$ cat src/rtl/clksel_guard_pkg.sv
package clksel_guard_pkg;

   typedef enum logic [1:0] {
      SRC_FAST_INT = 2'b00,
      SRC_SLOW_INT = 2'b01,
      SRC_EXT      = 2'b10,
      SRC_RSVD     = 2'b11
   } clk_src_e;

   typedef struct packed {
      logic wr_sel;
      logic wr_key;
      logic rd_sel;
      logic rd_key;
   } bus_hit_t;

endpackage

$ cat src/rtl/clksel_addr_dec.sv
module clksel_addr_dec
   import clksel_guard_pkg::*;
#(
   parameter int ADDR_W = 4,
   parameter logic [ADDR_W-1:0] SEL_ADDR = 4'h6,
   parameter logic [ADDR_W-1:0] KEY_ADDR = 4'hC
) (
   input  logic [ADDR_W-1:0] addr,
   input  logic              wr_en,
   output bus_hit_t          hit
);
   logic is_sel;
   logic is_key;

   assign is_sel = (addr == SEL_ADDR);
   assign is_key = (addr == KEY_ADDR);

   always_comb begin
      hit.wr_sel = wr_en & is_sel;
      hit.wr_key = wr_en & is_key;
      hit.rd_sel = is_sel;
      hit.rd_key = is_key;
   end
endmodule

$ cat src/rtl/clksel_unlock_win.sv
module clksel_unlock_win #(
   parameter int DATA_W = 8,
   parameter int WIN_CYC = 4,
   parameter logic [DATA_W-1:0] KEY = 8'hD8
) (
   input  logic              clk,
   input  logic              rst_n,
   input  logic              key_wr,
   input  logic [DATA_W-1:0] wr_data,
   input  logic              tick,
   input  logic              accept,
   output logic              win_open
);
   localparam int CNT_W = $clog2(WIN_CYC + 1);
   localparam logic [CNT_W-1:0] LOAD = CNT_W'(WIN_CYC);

   logic [CNT_W-1:0] left_q;
   logic             key_ok;

   assign key_ok = key_wr && (wr_data == KEY);

   always_ff @(posedge clk or negedge rst_n) begin
      if (!rst_n)
         left_q <= '0;
      else if (key_ok)
         left_q <= LOAD;
      else if (accept)
         left_q <= '0;
      else if (tick && (left_q != '0))
         left_q <= left_q - 1'b1;
   end

   assign win_open = (left_q != '0);
endmodule

$ cat src/rtl/clksel_sel_reg.sv
module clksel_sel_reg #(
   parameter int SEL_W = 2,
   parameter int NUM_SRC = 3,
   parameter int RST_SRC = 0
) (
   input  logic             clk,
   input  logic             rst_n,
   input  logic             wr_sel,
   input  logic             win_open,
   input  logic [SEL_W-1:0] code,
   output logic             accept,
   output logic [SEL_W-1:0] sel
);
   localparam logic [SEL_W:0] LIMIT = (SEL_W+1)'(NUM_SRC);
   localparam logic [SEL_W-1:0] RST_VAL = SEL_W'(RST_SRC);

   logic legal;

   generate
      if (NUM_SRC == (1 << SEL_W)) begin : g_all_legal
         assign legal = 1'b1;
      end else begin : g_range_check
         assign legal = ({1'b0, code} < LIMIT);
      end
   endgenerate

   assign accept = wr_sel && win_open && legal;

   always_ff @(posedge clk or negedge rst_n) begin
      if (!rst_n)
         sel <= RST_VAL;
      else if (accept)
         sel <= code;
   end
endmodule

$ cat src/rtl/clksel_guard.sv
module clksel_guard
   import clksel_guard_pkg::*;
#(
   parameter int DATA_W = 8,
   parameter int ADDR_W = 4,
   parameter int SEL_W = 2,
   parameter int NUM_SRC = 3,
   parameter int WIN_CYC = 4,
   parameter int RST_SRC = int'(SRC_FAST_INT),
   parameter logic [ADDR_W-1:0] SEL_ADDR = 4'h6,
   parameter logic [ADDR_W-1:0] KEY_ADDR = 4'hC,
   parameter logic [DATA_W-1:0] KEY = 8'hD8,
   parameter bit RD_REG = 1'b0
) (
   input  logic              clk,
   input  logic              rst_n,
   input  logic [ADDR_W-1:0] addr,
   input  logic              wr_en,
   input  logic [DATA_W-1:0] wr_data,
   input  logic              tick,
   output logic [DATA_W-1:0] rd_data,
   output logic [SEL_W-1:0]  clk_sel
);
   generate
      if (SEL_W < 1 || SEL_W > DATA_W) begin : g_bad_w
         $error("SEL_W must lie in 1..DATA_W");
      end
      if (NUM_SRC < 1 || NUM_SRC > (1 << SEL_W)) begin : g_bad_n
         $error("NUM_SRC does not fit in SEL_W bits");
      end
      if (RST_SRC >= NUM_SRC) begin : g_bad_rst
         $error("RST_SRC must be a legal source code");
      end
      if (WIN_CYC < 1) begin : g_bad_win
         $error("WIN_CYC must be at least 1");
      end
      if (SEL_ADDR == KEY_ADDR) begin : g_bad_addr
         $error("SEL_ADDR and KEY_ADDR must differ");
      end
   endgenerate

   bus_hit_t          hit;
   logic              win_open;
   logic              accept;
   logic [SEL_W-1:0]  sel;
   logic [DATA_W-1:0] rd_next;

   clksel_addr_dec #(
      .ADDR_W   (ADDR_W),
      .SEL_ADDR (SEL_ADDR),
      .KEY_ADDR (KEY_ADDR)
   ) u_dec (
      .addr  (addr),
      .wr_en (wr_en),
      .hit   (hit)
   );

   clksel_unlock_win #(
      .DATA_W  (DATA_W),
      .WIN_CYC (WIN_CYC),
      .KEY     (KEY)
   ) u_win (
      .clk      (clk),
      .rst_n    (rst_n),
      .key_wr   (hit.wr_key),
      .wr_data  (wr_data),
      .tick     (tick),
      .accept   (accept),
      .win_open (win_open)
   );

   clksel_sel_reg #(
      .SEL_W   (SEL_W),
      .NUM_SRC (NUM_SRC),
      .RST_SRC (RST_SRC)
   ) u_sel (
      .clk      (clk),
      .rst_n    (rst_n),
      .wr_sel   (hit.wr_sel),
      .win_open (win_open),
      .code     (wr_data[SEL_W-1:0]),
      .accept   (accept),
      .sel      (sel)
   );

   always_comb begin
      rd_next = '0;
      if (hit.rd_sel)
         rd_next[SEL_W-1:0] = sel;
      else if (hit.rd_key)
         rd_next[0] = win_open;
   end

   generate
      if (RD_REG) begin : g_rd_flop
         always_ff @(posedge clk or negedge rst_n) begin
            if (!rst_n)
               rd_data <= '0;
            else
               rd_data <= rd_next;
         end
      end else begin : g_rd_comb
         assign rd_data = rd_next;
      end
   endgenerate

   assign clk_sel = sel;
endmodule

$ cat config.mk
export PLATFORM = sky130hd
export DESIGN_NAME = clksel_guard
export DESIGN_NICKNAME = d
export VERILOG_FILES = /design/src/rtl/clksel_guard_pkg.sv /design/src/rtl/clksel_addr_dec.sv /design/src/rtl/clksel_unlock_win.sv /design/src/rtl/clksel_sel_reg.sv /design/src/rtl/clksel_guard.sv
export SDC_FILE = /design/constraint.sdc
export NUM_CORES = 1
export LEC_CHECK = 0
export ABC_AREA = 1
export BUFFER_PORTS_ARGS = -buffer_cell sky130_fd_sc_hd__buf_4
export CAP_MARGIN = 20
export CELL_PAD_IN_SITES_DETAIL_PLACEMENT = 0
export CELL_PAD_IN_SITES_GLOBAL_PLACEMENT = 1
export CORE_MARGIN = 1.5
export CORE_UTILIZATION = 28
export DETAILED_ROUTE_END_ITERATION = 10
export GPL_TIMING_DRIVEN = 0
export PLACE_DENSITY_LB_ADDON = 0.05
export SYNTH_ARGS = -nofsm -noshare
export SYNTH_HDL_FRONTEND = slang
export SYNTH_SLANG_ARGS = --single-unit
$ cat constraint.sdc
create_clock -name clk -period 1.86 [get_ports clk]
set_input_delay 0 -clock clk [delete_from_list [all_inputs] [get_ports clk]]
set_output_delay 0 -clock clk [all_outputs]
set_load 0.01 [all_outputs]
---- Word level (Yosys, flattened, before mapping) ----
Index checks and enable logic that the tools add are counted.
word-level totals
  output and inout port bits .............. 10
  bits of input ports ..................... 16
  word-level logic and storage cells ...... 21
  flip-flop bits (word level) ............. 5
cells by class
  multiplexer cells ....................... 6
  magnitude comparators ................... 1
  bitwise gates (word level) .............. 2
  equality and inequality tests ........... 3
  reduce and logical (&&, ||, !) cells .... 6
  $add $sub $neg .......................... 1
operators by type and width
  kind                 number
  $mux 3               3
  $eq 8x8->1 const B   1
  $reduce_bool 3->1    2
  $eq 4x3->1 const B   1
  $eq 4x4->1 const B   1
  $logic_and 1x1->1    4
  $mux 1               3
  $sub 3x1->3 const B  1
  $and 1x1->1          2
  $lt 2x2->1 const B   1

---- Longest topological paths before layout ----
Gate-level depths: netlist (run 1).
  depth after elaboration ................. 6
  gate-level depth with buffers ........... 8

---- By module ----
A second synthesis (run 1) with hierarchy kept.
second synthesis, totals
  cell total of the unflattened synthesis .. 86
  area, all modules ....................... 510.5 um^2
by module, submodules not included
  module             times used  cells an instance  area an instance (um^2)
  clksel_unlock_win  1           45                 275.3
  clksel_sel_reg     1           13                 98.8
  clksel_guard       1           13                 72.6
  clksel_addr_dec    1           15                 63.8

---- Worst setup path before layout (run 1) ----
No wires, ideal clock.
  path kind ............................... register to register
  start ................................... register u_win.left_q[0]
  end ..................................... register u_win.left_q[0]
  setup slack ............................. 0.785 ns
  stages on the path, launching flop included .. 7
  data arrival time ....................... 0.955 ns
  buffers on the path ..................... 0
  clock period less this slack ............ 1.075 ns
  setup time .............................. 0.120 ns
  path through ............................ dfrtp_1 > inv_1 > ha_1 > nand2_2 > nand2_2 > xor2_1 > nor2_1
on the way
  longest elaborated chain between the ends .. 5
  elaborated cells on any way between the ends .. 9
  classes of those cells .................. add/sub: 1; mux: 3; reduce/logical: 5
RTL lines
  what                                                                 RTL line                 source
  start: declaration                                                   clksel_unlock_win.sv:17  logic [CNT_W-1:0] left_q;
  start signal: assignment                                             clksel_unlock_win.sv:30  left_q <= left_q - 1'b1;
  parallel branches: the longest is 5 deep, another holds $sub 3x1->3  -
Several ways; the timed one is not identified. The select of a mux whose other input is x is not followed.
A chain may end at the register's enable or synchronous reset.

---- Final worst setup path (run 1) ----
  start ................................... register u_win.left_q[0]
  end ..................................... output port rd_data[0]
on the way
  longest elaborated chain between the ends .. 3
RTL lines
  what               RTL line                 source
  $reduce_bool 3->1  clksel_unlock_win.sv:33  assign win_open = (left_q != '0);
  $mux 1             clksel_guard.sv:90       else if (hit.rd_key)
  $mux 1             clksel_guard.sv:88       if (hit.rd_sel)
  end: declaration   clksel_guard.sv:21       output logic [DATA_W-1:0] rd_data,
No other way between the ends.

==> flow_summary.yaml, run 1 <==
finish:
  layout_commonest_cell: "buf_4"
  drive_gt1_share_pct: 38.5
  nNetsFinal: 110
  n_antenna_cell: 0
  final_core_util_pct: 47.2
  layout_common_cells: "buf_4 (25), nand2_1 (15), inv_1 (10)"
  syn_to_final_growth_pct: 51.5
sta:
  finalSetupViolCount: 0
  rsz0062_at_grt: "no"
  fmax_mhz: 803
  fin_setup_tns_ns: 0
  period_needed_ns: 1.25
  clock_skew_ns: 0.00285
  drv_slew: 0
  hold_viol_final: 0
  fin_crit_sh_pct: 67.0
worst_setup_path:
  cp_data_required_time_ns: 1.86
  worst_setup_path_start_kind: "flop"
  path_max_fanout: 3
  arrival_ns: 1.25
  worstSetupPathType: "flop to output pin"
  end_kind: "output pin"
  r2r_cells: 6
logic_synthesis:
  syn_inst: 62
  synth_seq_area_share_pct: 29.8
  yosysWarnings: 0
  synth_area_um2: 420
  ys_ff_latch: 5
  synth_cell_types: 19
  avgSynthCellArea_um2: 6.78
power_and_ir_drop:
  power_leakage_nw: 0.374
  power_density_mw_per_mm2: 946
  vdd_drop_max_v: 0.000536
  totalPowerFinal_w: 0.000602
global_route:
  antenna_found_initial: 0
  grt_pass1_vias: 398
  grt_max_degree: 7
  grtUsageMet1_pct: 10.9
  met3_usage_pct: 4.35
  grtUsageMet2_pct: 19.1
  grt_overflow: 0
  top_usage_layer: "met2"
  grt_pass1_wl_um: 1410
  grt_use_total_pct: 10.4
drt:
  dr.pass1.iters: 3
  drt_iter0_drc: 3
  vias: 431
  antenna_left: 0
  routed_wl_um: 808
  drc_errors: 0
  wl_per_cell_um: 7.62
  vias_per_cell: 4.07
floorplan:
  rows: 13
  die_area_mm2: 0.00174
  die_w_um: 41.8
  start_util_pct: 31.1
  die_y_um: 41.8
  pin_count: 26
  core-area_mm2: 0.00135
clock_network:
  clk_latency_ns: 0.24
  holdBufCountCts: 1
  clkTransAtPathRegs_ns: 0.04
  postCtsResizedCells: 0
  post-cts-setup-buffers: 0
  cts.path.max_buffers: 2
  cts_tree: "built"
  cts_root_buf: "clkbuf_4"
  clock-sinks: 5
  cts_buffers: 3
  htree_levels: 1
min_path:
  hold_class: "input pin to flop"
  min_path_cells: 3
run_status:
  status: "finished, final reports clean"
placed_design:
  hpwlAfterDp_um: 740
  placement.io_buffers: 19
  gp_congestion: 0.684
flow_run:
  cap_viol_max_count: 0
[registers in the layout (all words and copies together) (netlist names)]
register / cells
u_win.left_q: 3
u_sel.sel: 2
[metal layers]
| metal | wire length [µm] | part of all wire [%] |
|---|---|---|
| met2 | 403 | 50 |
| met3 | 68 | 8.4 |
| met1 | 336 | 42 |
| met4 | 0 | 0 |
| met5 | 0 | 0 |
[cell usage after synthesis]
master / n / share of area (%)
xor2_1: 1 / 2.1
buf_4: 6 / 11
nor2_1: 7 / 6.3
nor3_1: 1 / 1.2
ha_1: 2 / 6.0
nor3b_1: 1 / 1.8
dfrtp_1: 5 / 30
o21ai_1: 3 / 3.6
nand3_2: 1 / 2.4
a21oi_1: 1 / 1.2
inv_2: 1 / 0.89
inv_1: 10 / 8.9
nand2_1: 15 / 13
a21oi_2: 1 / 2.1
nor2_2: 1 / 1.5
conb_1: 1 / 0.89
nand2_2: 2 / 3.0
nand3_1: 2 / 2.4
o21ai_2: 1 / 2.1
[per-stage QoR]
step / worst slack, ns / cells / cell area [µm²] / hold WS, ns
global route: 0.525 / 106 / 637 / 0.0513
detailed placement: 0.665 / 101 / 601 / -0.196
CTS: 0.600 / 106 / 637 / 0.0256
floorplan: 0.785 / 67 / 439 / -0.296
global placement: 0.682 / 101 / 601 / -0.196
finish: 0.614 / 106 / 637 / 0.0255
[power by group]
group          internal (W)  switching [W]
logic              0.000139       0.000149
registers          0.000159      0.0000320
clock network     0.0000809      0.0000415
total              0.000379       0.000223
[worst paths after layout]
check / from / slack (ns) / end
max in group asynchronous: rst_n / 1.65 / u_win.left_q[0]$_DFFE_PN0P_
min: wr_data[1] / 0.03 / u_sel.sel[1]$_DFFE_PN0P_
min reg2reg: u_sel.sel[1]$_DFFE_PN0P_ / 0.53 / u_sel.sel[1]$_DFFE_PN0P_
min in group asynchronous: rst_n / 0.10 / u_win.left_q[1]$_DFFE_PN0P_
max reg2reg: u_win.left_q[0]$_DFFE_PN0P_ / 0.67 / u_win.left_q[2]$_DFFE_PN0P_
max: u_win.left_q[0]$_DFFE_PN0P_ / 0.61 / rd_data[0]
[worst max-delay path: stages (launching register included)]
cell	delay (ns)
dfrtp_1	0.38
inv_1	0.09
ha_1	0.18
nand2_2	0.09
nand3_1	0.09
nand2_1	0.05
buf_4	0.13
[logic make-up (layout without fill, tap and decap cells)]
logic type / count (synthesis) / in the layout / share of synthesized area (%)
compound gates: 6 / 6 / 8.93
flops: 5 / 5 / 29.8
xor+xnor: 1 / 1 / 2.08
fa+ha+maj: 2 / 2 / 5.95
buf+inv: 17 / 41 / 20.5
other cells: 1 / 6 / 0.892
simple gates: 30 / 30 / 31.8
[layout make-up]
type | count | area [µm²]
clock buffers | 4 | 26.3
inverters | 11 | 41.3
fillers | 152 | 713
flip-flops and latches | 5 | 125
repair buffers | 20 | 153
plain buffers | 6 | 45.0
multi-input cells | 45 | 228
well taps | 15 | 18.8
No activity file was read; power rests on OpenSTA's default activity.
==> run 2, diff against run 1 <==
--- a/config.mk
+++ b/config.mk
@@ -11,7 +11,7 @@
 export CELL_PAD_IN_SITES_DETAIL_PLACEMENT = 0
 export CELL_PAD_IN_SITES_GLOBAL_PLACEMENT = 1
 export CORE_MARGIN = 1.5
-export CORE_UTILIZATION = 28
+export CORE_UTILIZATION = 23
 export DETAILED_ROUTE_END_ITERATION = 10
 export GPL_TIMING_DRIVEN = 0
 export PLACE_DENSITY_LB_ADDON = 0.05
==> constraint.sdc (replaced) <==
create_clock -name clk -period 1.08 [get_ports clk]
set_input_delay 0 -clock clk [delete_from_list [all_inputs] [get_ports clk]]
set_output_delay 0 -clock clk [all_outputs]
set_load 0.01 [all_outputs]
==> run 2 against run 1 <==
The run now ends with setup timing left; register-to-register slack got worse by 0.72 ns; routed wire length increased by 11%; hold slack improved by 0.0081 ns; cell area increased by 10%; highest routed layer unchanged; core utilization decreased by 6.4 points.
==> flow_summary.yaml, run 2 (synthesized netlist as in run 1, its figures left out) <==
worst_setup_path:
  worst-path-buf-inv: 2
  end_kind: "output pin"
  path_cells: "inv_2 > ha_4 > nand2_4 > nand3_2 > nand2_2 > buf_6"
  arrival_ns: 1.14
  worst_path_dominant_cell_family: "flip-flops"
  r2r_cells: 7
  timing.rr.end: "u_win.left_q[2]$_DFFE_PN0P_"
  critPathMaxStageDelay_ns: 0.38
  cp_data_required_time_ns: 1.08
  r2r_slack_ns: -0.05
  r2r_start: "u_win.left_q[1]$_DFFE_PN0P_"
  worst_setup_path_start_kind: "flop"
  worstSetupPathType: "flop to output pin"
  crit_slowest_cell: "dfrtp_1"
  path_max_fanout: 3
sta:
  hold_viol_final: 0
  drv_slew: 0
  fin_crit_sh_pct: 106
  fin_setup_tns_ns: -0.121
  period_needed_ns: 1.14
  finalSetupViolCount: 3
  clock_skew_ns: 0.00648
  rsz0062_at_grt: "yes"
  hold_slack_ns: 0.0336
  fin_ws_ns: -0.0622
  fmax_mhz: 876
global_route:
  antenna_found_initial: 0
  grt_use_total_pct: 9.70
  grt_pass1_wl_um: 1420
  grt_max_degree: 7
  grt_pass1_vias: 367
  grt_overflow: 0
drt:
  dr.pass1.iters: 4
  wl_per_cell_um: 7.60
  drc_errors: 0
  vias: 432
  drt_iter0_drc: 4
  antenna_left: 0
  routed_wl_um: 897
  vias_per_cell: 3.66
placed_design:
  hpwlAfterDp_um: 737
  gp_congestion: 0.662
  place_inst: 111
  placement.io_buffers: 19
finish:
  n_antenna_cell: 0
  top_regs: "u_win.left_q: 3 flops, u_sel.sel: 2 flops"
  drive_gt1_share_pct: 47.3
  nNetsFinal: 112
  layout_common_cells: "buf_4 (26), nand2_1 (13), inv_1 (8)"
  fin_cells: 118
  largest_reg_flops: 3
  layout_commonest_cell: "buf_4"
  top_register: "u_win.left_q"
  syn_to_final_growth_pct: 67.3
power_and_ir_drop:
  power_density_mw_per_mm2: 1710
  power_leakage_nw: 0.387
  vdd_drop_max_v: 0.00107
min_path:
  min_to: "u_sel.sel[1]$_DFFE_PN0P_"
  min_path_cells: 3
  hold_class: "input pin to flop"
  worstHoldStart: "wr_data[1]"
run_status:
  failed_checks: "setup timing"
  status: "finished with violations"
clock_network:
  clock-sinks: 5
  cts.path.max_buffers: 2
  cts_tree: "built"
  cts_buffers: 3
  cts_root_buf: "clkbuf_4"
  clkTransAtPathRegs_ns: 0.05
  htree_levels: 1
  clk_latency_ns: 0.24
floorplan:
  core-area_mm2: 0.00173
  die_area_mm2: 0.00209
  die_w_um: 45.8
  rows: 15
  die_y_um: 45.8
  start_util_pct: 24.3
  pin_count: 26
flow_run:
  cap_viol_max_count: 0
## run 2: where the power goes
part           switching [W]  internal [W]  total [W]
clock              0.0000740      0.000140   0.000214
combinational       0.000316      0.000337   0.000653
sequential         0.0000583      0.000274   0.000333
## run 2: worst max path at each step
stage                                           start                     endpoint  slack [ns]  cells past startpoint
after CTS                 u_win.left_q[1]$_DFFE_PN0P_                   rd_data[0]       -0.05                      6
after detailed placement  u_win.left_q[0]$_DFFE_PN0P_  u_win.left_q[2]$_DFFE_PN0P_       -0.11                      6
final                     u_win.left_q[1]$_DFFE_PN0P_                   rd_data[0]       -0.06                      6
after floorplan           u_win.left_q[0]$_DFFE_PN0P_  u_win.left_q[0]$_DFFE_PN0P_       0.005                      6
after global placement    u_win.left_q[0]$_DFFE_PN0P_  u_win.left_q[2]$_DFFE_PN0P_       -0.11                      6
after global routing      u_win.left_q[1]$_DFFE_PN0P_                   rd_data[0]       -0.11                      6
## run 2: area by class of cell
cell class	count	area, µm²
multi-input combinational	45	263
buffer	6	45.0
tap	25	31.3
sequential	5	125
fill	200	1020
timing repair buffer	22	171
inverter	11	41.3
clock buffer	4	26.3
## run 2: worst reg2reg max path, cell delays in order (launching register included)
cell and delay [ns]:
dfrtp_1 0.38, inv_2 0.09, buf_4 0.11, ha_2 0.17, nand2_1 0.05, nor3_1 0.12, o21ai_1 0.10, nand2_1 0.06
## run 2: per-layer routing
layer | track usage, % | part of all wire (%)
met5 | 0 | 0
met4 | 1.71 | 0
met1 | 11.5 | 42
met2 | 15.8 | 49
met3 | 5.16 | 8.8
## run 2: per-stage QoR
stage / util, % / area, µm² / power (W) / setup WS (ns)
2_1_floorplan: - / 439 / 0.000669 / 0.00528
3_5_place_dp: 35.5 / 613 / 0.000830 / -0.108
4_1_cts: 40.1 / 693 / 0.00119 / -0.0541
5_1_grt: 40.7 / 703 / 0.00131 / -0.112
6_report: 40.7 / 703 / 0.00120 / -0.0622
3_3_place_gp: 35.5 / 613 / 0.000828 / -0.105
## run 2: what timing repair did
item,in CTS,in global routing
buffers inserted,2,0
hold endpoints to repair,5,0
endpoints found under the setup margin,6,6
gates resized for setup,8,3
hold buffers,1,0
pin swaps,4,2
==> run 3, diff against run 2 <==
--- a/config.mk
+++ b/config.mk
@@ -14,7 +14,7 @@
 export CORE_UTILIZATION = 23
 export DETAILED_ROUTE_END_ITERATION = 10
 export GPL_TIMING_DRIVEN = 0
-export PLACE_DENSITY_LB_ADDON = 0.05
+export PLACE_DENSITY_LB_ADDON = 0.3
 export SYNTH_ARGS = -nofsm -noshare
 export SYNTH_HDL_FRONTEND = slang
 export SYNTH_SLANG_ARGS = --single-unit
==> run 3 against run 2 <==
The run still ends with setup timing left; hold slack lost 0.015 ns; combinational power grew 20%; sequential power is essentially flat; routed wire length grew 4.8%; clock-buffer cell count shrank 1; first-iteration DRC count grew 25%; cell area grew 4.8%; flip-flop and latch count is the same; largest cell class unchanged; largest power group unchanged.
==> flow_summary.yaml, run 3 (synthesized netlist as in run 1, its figures left out) <==
run_status:
  status: "finished with violations"
  failed_checks: "setup timing"
drt:
  drc_errors: 0
  drt_iter0_drc: 5
  wl_per_cell_um: 7.77
  routed_wl_um: 940
  antenna_left: 0
  vias_per_cell: 3.79
  vias: 458
  dr.pass1.iters: 4
worst_setup_path:
  r2r_cells: 7
  end_kind: "output pin"
  timing.rr.end: "u_win.left_q[2]$_DFFE_PN0P_"
  arrival_ns: 1.13
  r2r_start: "u_win.left_q[0]$_DFFE_PN0P_"
  critPathMaxStageDelay_ns: 0.38
  cp_data_required_time_ns: 1.08
  worst_setup_path_start_kind: "flop"
  path_cells: "inv_2 > ha_4 > nand2_4 > nand3_2 > nand2_2 > buf_6"
  r2r_slack_ns: -0.02
  worstSetupPathType: "flop to output pin"
  crit_slowest_cell: "dfrtp_1"
  path_max_fanout: 3
finish:
  nFillCells: 189
  syn_to_final_growth_pct: 75.3
  top_register: "u_win.left_q"
  final_cell_area_um2: 737
  layout_commonest_cell: "buf_4"
  layout_common_cells: "buf_4 (29), nand2_1 (13), inv_1 (8)"
  largest_reg_flops: 3
  seqCellArea_um2: 125
  n_antenna_cell: 0
  multi_input_area_um2: 273
  top_regs: "u_win.left_q: 3 flops, u_sel.sel: 2 flops"
  drive_gt1_share_pct: 51.0
  nNetsFinal: 115
power_and_ir_drop:
  power_leakage_nw: 0.407
  totalPowerFinal_w: 0.00133
  vdd_drop_max_v: 0.00102
  power_density_mw_per_mm2: 1810
sta:
  fin_ws_ns: -0.0504
  clock_skew_ns: 0.00907
  period_needed_ns: 1.13
  fin_crit_sh_pct: 105
  finalSetupViolCount: 3
  drv_slew: 0
  fmax_mhz: 885
  hold_viol_final: 0
  rsz0062_at_grt: "yes"
floorplan:
  die_area_mm2: 0.00209
  pin_count: 26
  die_w_um: 45.8
  core-area_mm2: 0.00173
  start_util_pct: 24.3
  die_y_um: 45.8
  rows: 15
clock_network:
  cts_buffers: 3
  clk_latency_ns: 0.24
  htree_levels: 1
  cts.path.max_buffers: 2
  clock-sinks: 5
  cts_root_buf: "clkbuf_4"
  cts_tree: "built"
  clkTransAtPathRegs_ns: 0.05
min_path:
  min_to: "u_sel.sel[1]$_DFFE_PN0P_"
  worstHoldStart: "wr_data[1]"
  hold_class: "input pin to flop"
  min_path_cells: 3
placed_design:
  placement.io_buffers: 19
  hpwlAfterDp_um: 706
  gp_congestion: 0.722
  placed_area_um2: 613
global_route:
  grt_pass1_wl_um: 1670
  grt_max_degree: 7
  grt_pass1_vias: 434
  grt_use_total_pct: 11.1
  grt_overflow: 0
  antenna_found_initial: 0
flow_run:
  cap_viol_max_count: 0
-- run 3: worst max-delay path, delay by kind of cell, from the launching register on --
kind / cells / cell delay [ns]
fa+ha+maj: 1 / 0.15
buf+inv: 2 / 0.20
flops: 1 / 0.38
simple gates: 3 / 0.17
-- run 3: cell type report --
| class | count | share of cell area, % |
|---|---|---|
| Multi-Input combinational cell | 45 | 37.0 |
| Timing Repair Buffer | 25 | 26.3 |
| Sequential cell | 5 | 17.0 |
| Buffer | 6 | 6.11 |
| Inverter | 11 | 5.60 |
| Tap cell | 25 | 4.24 |
| Clock buffer | 3 | 3.06 |
| Clock inverter | 1 | 0.679 |
-- run 3: power breakdown --
group	internal, W	leakage, nW	switching (W)
combinational	0.000423	0.327	0.000359
clock	0.000134	0.0177	0.0000820
sequential	0.000274	0.0623	0.0000615
total	0.000831	0.407	0.000502
-- run 3: repair_timing --
item	in CTS	in global routing
gates cloned	0	0
pin swaps	6	2
hold buffers	1	0
endpoints found under the setup margin	6	6
endpoints found under the hold margin	5	0
resized for setup	9	3
buffers inserted	3	2
-- run 3: worst max-delay path by stage --
stage | startpoint | endpoint | slack, ns | cells after the start
2_1_floorplan | u_win.left_q[0]$_DFFE_PN0P_ | u_win.left_q[0]$_DFFE_PN0P_ | 0.005 | 6
3_3_place_gp | u_win.left_q[0]$_DFFE_PN0P_ | u_win.left_q[2]$_DFFE_PN0P_ | -0.08 | 6
3_5_place_dp | u_win.left_q[0]$_DFFE_PN0P_ | u_win.left_q[2]$_DFFE_PN0P_ | -0.11 | 6
4_1_cts | u_win.left_q[1]$_DFFE_PN0P_ | rd_data[0] | -0.06 | 6
5_1_grt | u_win.left_q[1]$_DFFE_PN0P_ | rd_data[0] | -0.10 | 6
6_report | u_win.left_q[0]$_DFFE_PN0P_ | rd_data[0] | -0.05 | 6
-- run 3: metrics by stage --
step | hold slack (ns) | setup slack (ns) | instances | utilization, % | TNS [ns]
2_1_floorplan | -0.296 | 0.00528 | 67 | - | 0
3_3_place_gp | -0.196 | -0.0810 | 111 | 35.5 | -0.315
3_5_place_dp | -0.196 | -0.105 | 111 | 35.5 | -0.406
4_1_cts | 0.0147 | -0.0554 | 119 | 40.8 | -0.115
5_1_grt | 0.0291 | -0.105 | 121 | 42.7 | -0.426
6_report | 0.0186 | -0.0504 | 121 | 42.7 | -0.0767
-- run 3: metal layers --
metal	share of wire, %	global-route usage [%]	vias up
met3	8.0	2.38	0
li1	-	-	243
met4	0	5.14	0
met1	36	13.1	197
met2	56	18.9	18
met5	0	0	-
